**src/rtl/wdt_pkg.sv**
```systemverilog
package wdt_pkg;
  typedef enum logic [1:0] {
    SEL_LOW   = 2'b00,
    SEL_FLOAT = 2'b01,
    SEL_HIGH  = 2'b10,
    SEL_RSVD  = 2'b11
  } wdt_sel_e;
endpackage

```
**src/rtl/wdt_strobe_edge.sv**
```systemverilog
module wdt_strobe_edge #(
  parameter int SYNC_STAGES = 2
) (
  input  logic clk_i,
  input  logic rst_ni,
  input  logic strobe_i,
  output logic fall_o
);
  logic [SYNC_STAGES-1:0] sync_q;
  logic                   prev_q;

  for (genvar g = 0; g < SYNC_STAGES; g++) begin : g_sync
    if (g == 0) begin : g_first
      always_ff @(posedge clk_i or negedge rst_ni) begin
        if (!rst_ni) sync_q[g] <= 1'b1;
        else         sync_q[g] <= strobe_i;
      end
    end else begin : g_next
      always_ff @(posedge clk_i or negedge rst_ni) begin
        if (!rst_ni) sync_q[g] <= 1'b1;
        else         sync_q[g] <= sync_q[g-1];
      end
    end
  end

  always_ff @(posedge clk_i or negedge rst_ni) begin
    if (!rst_ni) prev_q <= 1'b1;
    else         prev_q <= sync_q[SYNC_STAGES-1];
  end

  assign fall_o = prev_q & ~sync_q[SYNC_STAGES-1];
endmodule

```
**src/rtl/wdt_period_sel.sv**
```systemverilog
module wdt_period_sel
  import wdt_pkg::*;
#(
  parameter int TICKS_LOW   = 150,
  parameter int TICKS_FLOAT = 600,
  parameter int TICKS_HIGH  = 1200,
  parameter int CW          = 11
) (
  input  logic [1:0]    sel_i,
  output logic [CW-1:0] limit_o
);
  // limit is the last elapsed value before expiry
  localparam logic [CW-1:0] LIM_LOW   = CW'(TICKS_LOW - 1);
  localparam logic [CW-1:0] LIM_FLOAT = CW'(TICKS_FLOAT - 1);
  localparam logic [CW-1:0] LIM_HIGH  = CW'(TICKS_HIGH - 1);

  always_comb begin
    unique case (wdt_sel_e'(sel_i))
      SEL_LOW:  limit_o = LIM_LOW;
      SEL_HIGH: limit_o = LIM_HIGH;
      default:  limit_o = LIM_FLOAT;
    endcase
  end
endmodule

```
**src/rtl/wdt_timer.sv**
```systemverilog
module wdt_timer #(
  parameter int CW = 11
) (
  input  logic          clk_i,
  input  logic          rst_ni,
  input  logic          run_i,
  input  logic          restart_i,
  input  logic [CW-1:0] limit_i,
  output logic          expire_o
);
  localparam logic [CW-1:0] CNT_MAX = {CW{1'b1}};

  logic [CW-1:0] cnt_q;
  logic          armed_q;
  logic          expire_q;

  always_ff @(posedge clk_i or negedge rst_ni) begin
    if (!rst_ni) begin
      cnt_q    <= '0;
      armed_q  <= 1'b1;
      expire_q <= 1'b0;
    end else if (!run_i) begin
      cnt_q    <= '0;
      armed_q  <= 1'b1;
      expire_q <= 1'b0;
    end else if (restart_i) begin
      cnt_q    <= CW'(1);
      expire_q <= 1'b0;
    end else if (armed_q && cnt_q >= limit_i) begin
      armed_q  <= 1'b0;
      expire_q <= 1'b1;
    end else begin
      expire_q <= 1'b0;
      if (armed_q && cnt_q != CNT_MAX) cnt_q <= cnt_q + CW'(1);
    end
  end

  assign expire_o = expire_q;
endmodule

```
**src/rtl/strobe_watchdog.sv**
```systemverilog
module strobe_watchdog #(
  parameter int TICKS_LOW   = 150,
  parameter int TICKS_FLOAT = 600,
  parameter int TICKS_HIGH  = 1200,
  parameter int SYNC_STAGES = 2
) (
  input  logic       clk_i,
  input  logic       rst_ni,
  input  logic       run_i,
  input  logic       strobe_i,
  input  logic [1:0] sel_i,
  output logic       expire_o
);
  localparam int TICKS_MAX0 = (TICKS_LOW > TICKS_FLOAT) ? TICKS_LOW : TICKS_FLOAT;
  localparam int TICKS_MAX  = (TICKS_HIGH > TICKS_MAX0) ? TICKS_HIGH : TICKS_MAX0;
  localparam int TICKS_MIN0 = (TICKS_LOW < TICKS_FLOAT) ? TICKS_LOW : TICKS_FLOAT;
  localparam int TICKS_MIN  = (TICKS_HIGH < TICKS_MIN0) ? TICKS_HIGH : TICKS_MIN0;
  localparam int CW         = $clog2(TICKS_MAX + 1);

  logic          fall_w;
  logic [CW-1:0] limit_w;

  wdt_strobe_edge #(.SYNC_STAGES(SYNC_STAGES)) u_edge (
    .clk_i   (clk_i),
    .rst_ni  (rst_ni),
    .strobe_i(strobe_i),
    .fall_o  (fall_w)
  );

  wdt_period_sel #(
    .TICKS_LOW  (TICKS_LOW),
    .TICKS_FLOAT(TICKS_FLOAT),
    .TICKS_HIGH (TICKS_HIGH),
    .CW         (CW)
  ) u_sel (
    .sel_i  (sel_i),
    .limit_o(limit_w)
  );

  wdt_timer #(.CW(CW)) u_timer (
    .clk_i    (clk_i),
    .rst_ni   (rst_ni),
    .run_i    (run_i),
    .restart_i(fall_w),
    .limit_i  (limit_w),
    .expire_o (expire_o)
  );
endmodule

```
**config.mk**
```make
export PLATFORM = sky130hd
export DESIGN_NAME = strobe_watchdog
export DESIGN_NICKNAME = d
export VERILOG_FILES = /design/src/rtl/wdt_pkg.sv /design/src/rtl/wdt_strobe_edge.sv /design/src/rtl/wdt_period_sel.sv /design/src/rtl/wdt_timer.sv /design/src/rtl/strobe_watchdog.sv
export SDC_FILE = /design/constraint.sdc
export NUM_CORES = 1
export LEC_CHECK = 0
export ABC_AREA = 1
export BUFFER_PORTS_ARGS = -buffer_cell sky130_fd_sc_hd__buf_2
export CAP_MARGIN = 0
export CELL_PAD_IN_SITES_DETAIL_PLACEMENT = 1
export CELL_PAD_IN_SITES_GLOBAL_PLACEMENT = 1
export CORE_MARGIN = 4
export CORE_UTILIZATION = 35
export DETAILED_ROUTE_END_ITERATION = 8
export GPL_ROUTABILITY_DRIVEN = 0
export HOLD_SLACK_MARGIN = 0.15
export PLACE_DENSITY_LB_ADDON = 0.3
export RECOVER_POWER = 25
export SLEW_MARGIN = 15
export SYNTH_ARGS = -nofsm -noshare
export SYNTH_HDL_FRONTEND = slang
export SYNTH_SLANG_ARGS = --single-unit
```
**constraint.sdc**
```tcl
create_clock -name clk_i -period 2.1 [get_ports clk_i]
set_clock_uncertainty 0.1 [all_clocks]
set_input_delay 0.105 -clock clk_i [delete_from_list [all_inputs] [get_ports clk_i]]
set_output_delay 0.105 -clock clk_i [all_outputs]
set_load 0.005 [all_outputs]
```
* Yosys cells after proc, flatten, opt, wreduce, memory -nomap -nowiden
Index checks and enable logic that the tools add are counted.
** Word-level totals
- Register bits :: 16
- Latch bits :: 0
- Bits in writable memories :: 0
- Memory bits (read-only) :: 0
- Input port bits :: 6
- Word-level logic and storage cells :: 32
- Memories kept :: 0
** Cells by class
- Add/sub/neg operators :: 1
- $mul :: 0
- Div/mod/pow operators :: 0
- Order comparisons :: 1
- Equality and inequality tests :: 6
- Shift operators :: 0
- Mux-type cells :: 11
- Bitwise gates (word level) :: 2
- Reductions and logical operators :: 5
** Operators by type and width (number)
- $mux 11 :: 4
- $pmux 11 s2 :: 1
- $add 11x1->11 const B :: 1
- $ge 11x11->1 :: 1
- $ne 11x11->1 const B :: 1
- $mux 1 :: 6
- $reduce_and 2->1 :: 2
- $ne 3x1->1 const B :: 1
- $ne 3x3->1 const B :: 1
- $eq 2x2->1 const B :: 1
- $logic_and 1x1->1 :: 2
- $logic_not 2->1 :: 1
- $ne 2x1->1 const B :: 1
- $ne 2x2->1 const B :: 1
- $and 1x1->1 :: 1
- $not 1->1 :: 1

* Logic depth before layout (Yosys ltp)
- Word-level depth :: 7
- Mapped depth :: 14

* Modules after synthesis
Synthesis repeated with hierarchy kept, for this count alone.
** Unflattened totals
- Cells, all modules :: 198
- Area, all modules :: 1347.5 µm²
** Modules (own cells, without submodules)
- wdt_timer :: instances 1, cells each 179, area each 1183.6 µm²
- wdt_strobe_edge :: instances 1, cells each 5, area each 88.8 µm²
- wdt_period_sel :: instances 1, cells each 14, area each 75.1 µm²

* Least setup slack after synthesis
Ideal clock, no wire load.
- Kind :: flip-flop to flip-flop
- Start point :: register u_timer.cnt_q[9]
- End point :: register u_timer.cnt_q[9]
- Setup time :: 0.117 ns
- Arrival time :: 1.407 ns
- Required time :: 1.883 ns
- Setup slack :: 0.476 ns
- Stages on the path, launching flop included :: 10
- Path buffers :: 1
- Path through :: dfrtp_1 -> ha_1 -> nand2_1 -> nor2_1 -> nand3_1 -> nand3_1 -> nand2_2 -> buf_4 -> nand3_2 -> nand2_1
** Between the ends
- Cells in the longest elaborated chain, start to end :: 5
** Ends and longest elaborated chain
- start: declaration :: line wdt_timer.sv:13 : logic [CW-1:0] cnt_q;
- start signal: assignment :: line wdt_timer.sv:34 : if (armed_q && cnt_q != CNT_MAX) cnt_q <= cnt_q + CW'(1);
- $add 11x1->11 :: line wdt_timer.sv:34
- $mux 11 :: line wdt_timer.sv:34
- $mux 11 :: line wdt_timer.sv:29 : end else if (armed_q && cnt_q >= limit_i) begin
- $mux 11 :: line wdt_timer.sv:26 : end else if (restart_i) begin
- $mux 11 :: line wdt_timer.sv:22 : end else if (!run_i) begin
Several ways; a longest one is shown, not always the timed one. The select of a mux whose other input is x is not followed.
A chain may end at the register's enable or synchronous reset.

* Final worst setup path
- Start point :: register u_timer.cnt_q[9]
- End point :: register u_timer.cnt_q[7]
** Between the ends
- Cells in the longest elaborated chain, start to end :: 4
** Ends and longest elaborated chain (line)
- $ge 11x11->1 / $ne 11x11->1 (equally long branches) :: wdt_timer.sv:29, wdt_timer.sv:34
- $logic_and 1x1->1 (on tied branches) :: wdt_timer.sv:29, wdt_timer.sv:34
- $ne 3x3->1 (no line) / $ne 3x1->1 (equally long branches)
- $reduce_and 2->1 (no line) *
Every way passes the cells marked *; elsewhere a longest branch is shown, timed or not.

==> impl_metrics.toml <==
[setup_path]
required_ps = 2190
worstSetupPathType = "register to register"
start_kind = "register"
cp-end-kind = "register"
ff2ff_path_depth = 9
cp_max_fo = 9
cp_data_arrival_time_ps = 1990

[logic_synthesis]
synth_top_cell_area_share_pct = 25.1
syn-cell-area_mm2 = 0.00120
yosysWarnings = 0
synthArstFlopShare_pct = 100
yosysSeqAreaShare_pct = 33.8
ys_types = 24
synth.area.top_cells = "dfrtp_1 (25%), nand2_1 (16%), ha_1 (9.4%)"
ys.flop_type = "dfrtp_1"
yosys.area.top_type = "dfrtp_1"
synth.avg_cell_area_um2 = 7.35
synth_edf_count = 0
ys_ff_latch = 16
synth_fp_nets = 178
syn-instance-count = 163

[floorplan]
dieWidth_um = 66.5
core-area_mm2 = 0.00315
io-pin-count = 7
fp-row-count = 20
start_util_pct = 38.0
die_y_um = 66.5
die_area_mm2 = 0.00442

[clocking]
ctsResizeCount = 0
root_buffer = "clkbuf_4"
cts_tree = "done"
clk_pin_slew_ps = 100
cts_buffers = 3
clk_latency_ps = 290
clkSinkCount = 16
cts_setup_buffers = 0
htreeDepth = 1
cts_hold_buf = 5
clk_path_buf_depth = 2

[final_layout]
seqCellArea_um2 = 405
fillers = 431
drive_above_1_share_pct = 20.6
antenna_cells = 0
mostFrequentLayoutCells = "nand2_1 (51), nor2_1 (20), inv_1 (15), nand3_1 (15), dfrtp_1 (12)"
final_common_cell = "nand2_1"
nets = 196
multi_input_area_um2 = 698
area_growth_pct = 15.4

[status]
status = "complete, no violations"

[routing]
first_pass_iters = 6
postRouteAntennaNets = 0
drt-initial-drc-count = 45
drc_errors = 0
vias = 1103
post_drt_wl_per_cell_um = 13.6
wl_mm = 3.06
avgViaCountPerCell = 4.92

[hold_path]
worstHoldPathCells = 0
min_path_type = "register to register"

[timing]
setup_viol = 0
fmax_mhz = 527
whs_ps = 278
period_share_pct = 90.3
setup_tns_ps = 0
period_needed_ps = 1900
hold_violations = 0
slew_headroom_pct = 75.9
grt_setup_unrepaired = "no"
slew_violations = 0
worst_slew_pin_slew_ps = 361

[power]
p_leak_nw = 0.696
vdd_drop_max_mv = 0.259
p_per_area_mw_per_mm2 = 435

[grt]
grt_max_degree = 11
grt_pass1_wl_mm = 5.60
grt_usage_pct = 16.7
grt_pass1_vias = 1220
overflow = 0
antenna_found_initial = 0

[job]
max-cap-violations = 0

[placed_design]
port_buffers = 6
hpwl_mm = 2.46
==> layout make-up <==
| type | count | share of cell area [%] |
|---|---|---|
| multi-input combinational | 126 | 50.5 |
| tap | 44 | 3.98 |
| timing repair buffer | 17 | 9.04 |
| inverter | 17 | 4.61 |
| sequential | 16 | 29.3 |
| clock buffer | 4 | 2.62 |
==> critical path, stage by stage (launching register included) <==
cell and delay, ps:
dfrtp_1 490, ha_1 320, nand2_1 70, nor2_1 170
nand3_1 120, nand3_1 110, nand2_2 90, buf_4 200
nand3_2 80, nand2_1 50
==> cells in the mapped netlist (2+ instances only) <==
cell type  number
nor2_1         20
a21oi_1         4
xor2_1          2
dfrtp_1        12
buf_4           2
nand4_1         2
nand3_1        15
nor3_1          3
nand2_1        51
dfstp_2         4
nand2_2         3
nand3_2        11
ha_1            9
inv_1          15
==> metal layers <==
layer	track usage [%]	up-vias	wire (um)
li1	-	560	-
met1	21.2	521	1460
met2	28.6	13	1450
met3	2.02	9	71
met4	6.09	0	73
met5	0	-	0
==> path summary, 6_finish.rpt <==
| path | from | end | slack, ps |
|---|---|---|---|
| worst max-delay path | u_timer.cnt_q[9] | u_timer.cnt_q[7] | 200 |
| worst min-delay path | u_edge.sync_q[0] | u_edge.sync_q[1] | 280 |
| worst max register to register | u_timer.cnt_q[9] | u_timer.cnt_q[7] | 200 |
| worst min register to register | u_edge.sync_q[0] | u_edge.sync_q[1] | 280 |
| max in group asynchronous | rst_ni | u_timer.cnt_q[4] | 260 |
| min in group asynchronous | rst_ni | u_timer.cnt_q[3] | 610 |
==> state kept, by name (all words and copies together), names as in the netlist <==
register,count
u_timer.cnt_q,11
u_edge.prev_q,1
u_timer.expire_o,1
u_timer.armed_q,1
u_edge.sync_q,2
==> logic make-up after synthesis <==
| logic type | share of synthesized area [%] |
|---|---|
| compound gates | 3.03 |
| xor+xnor | 2.19 |
| buf+inv | 7.93 |
| fa+ha+maj | 9.39 |
| simple gates | 43.6 |
| flops | 33.8 |
==> where the power goes <==
group	leakage, nW	internal [mW]	switching [mW]	total (mW)
clock network	0.0210	0.106	0.104	0.210
logic	0.468	0.0268	0.0405	0.0674
registers	0.207	0.317	0.00758	0.324
==> stage by stage <==
step                      worst slack [ps]  area [um2]  power, mW  instances  utilization [%]
after floorplan                        476        1200      0.365        163                -
after global placement                 249        1300      0.388        215             41.2
after detailed placement               190        1300      0.392        215             41.2
after CTS                              210        1380      0.612        224             43.9
after global routing                  53.3        1380      0.645        224             43.9
final                                  204        1380      0.602        224             43.9
(Power assumes the default switching activity.)
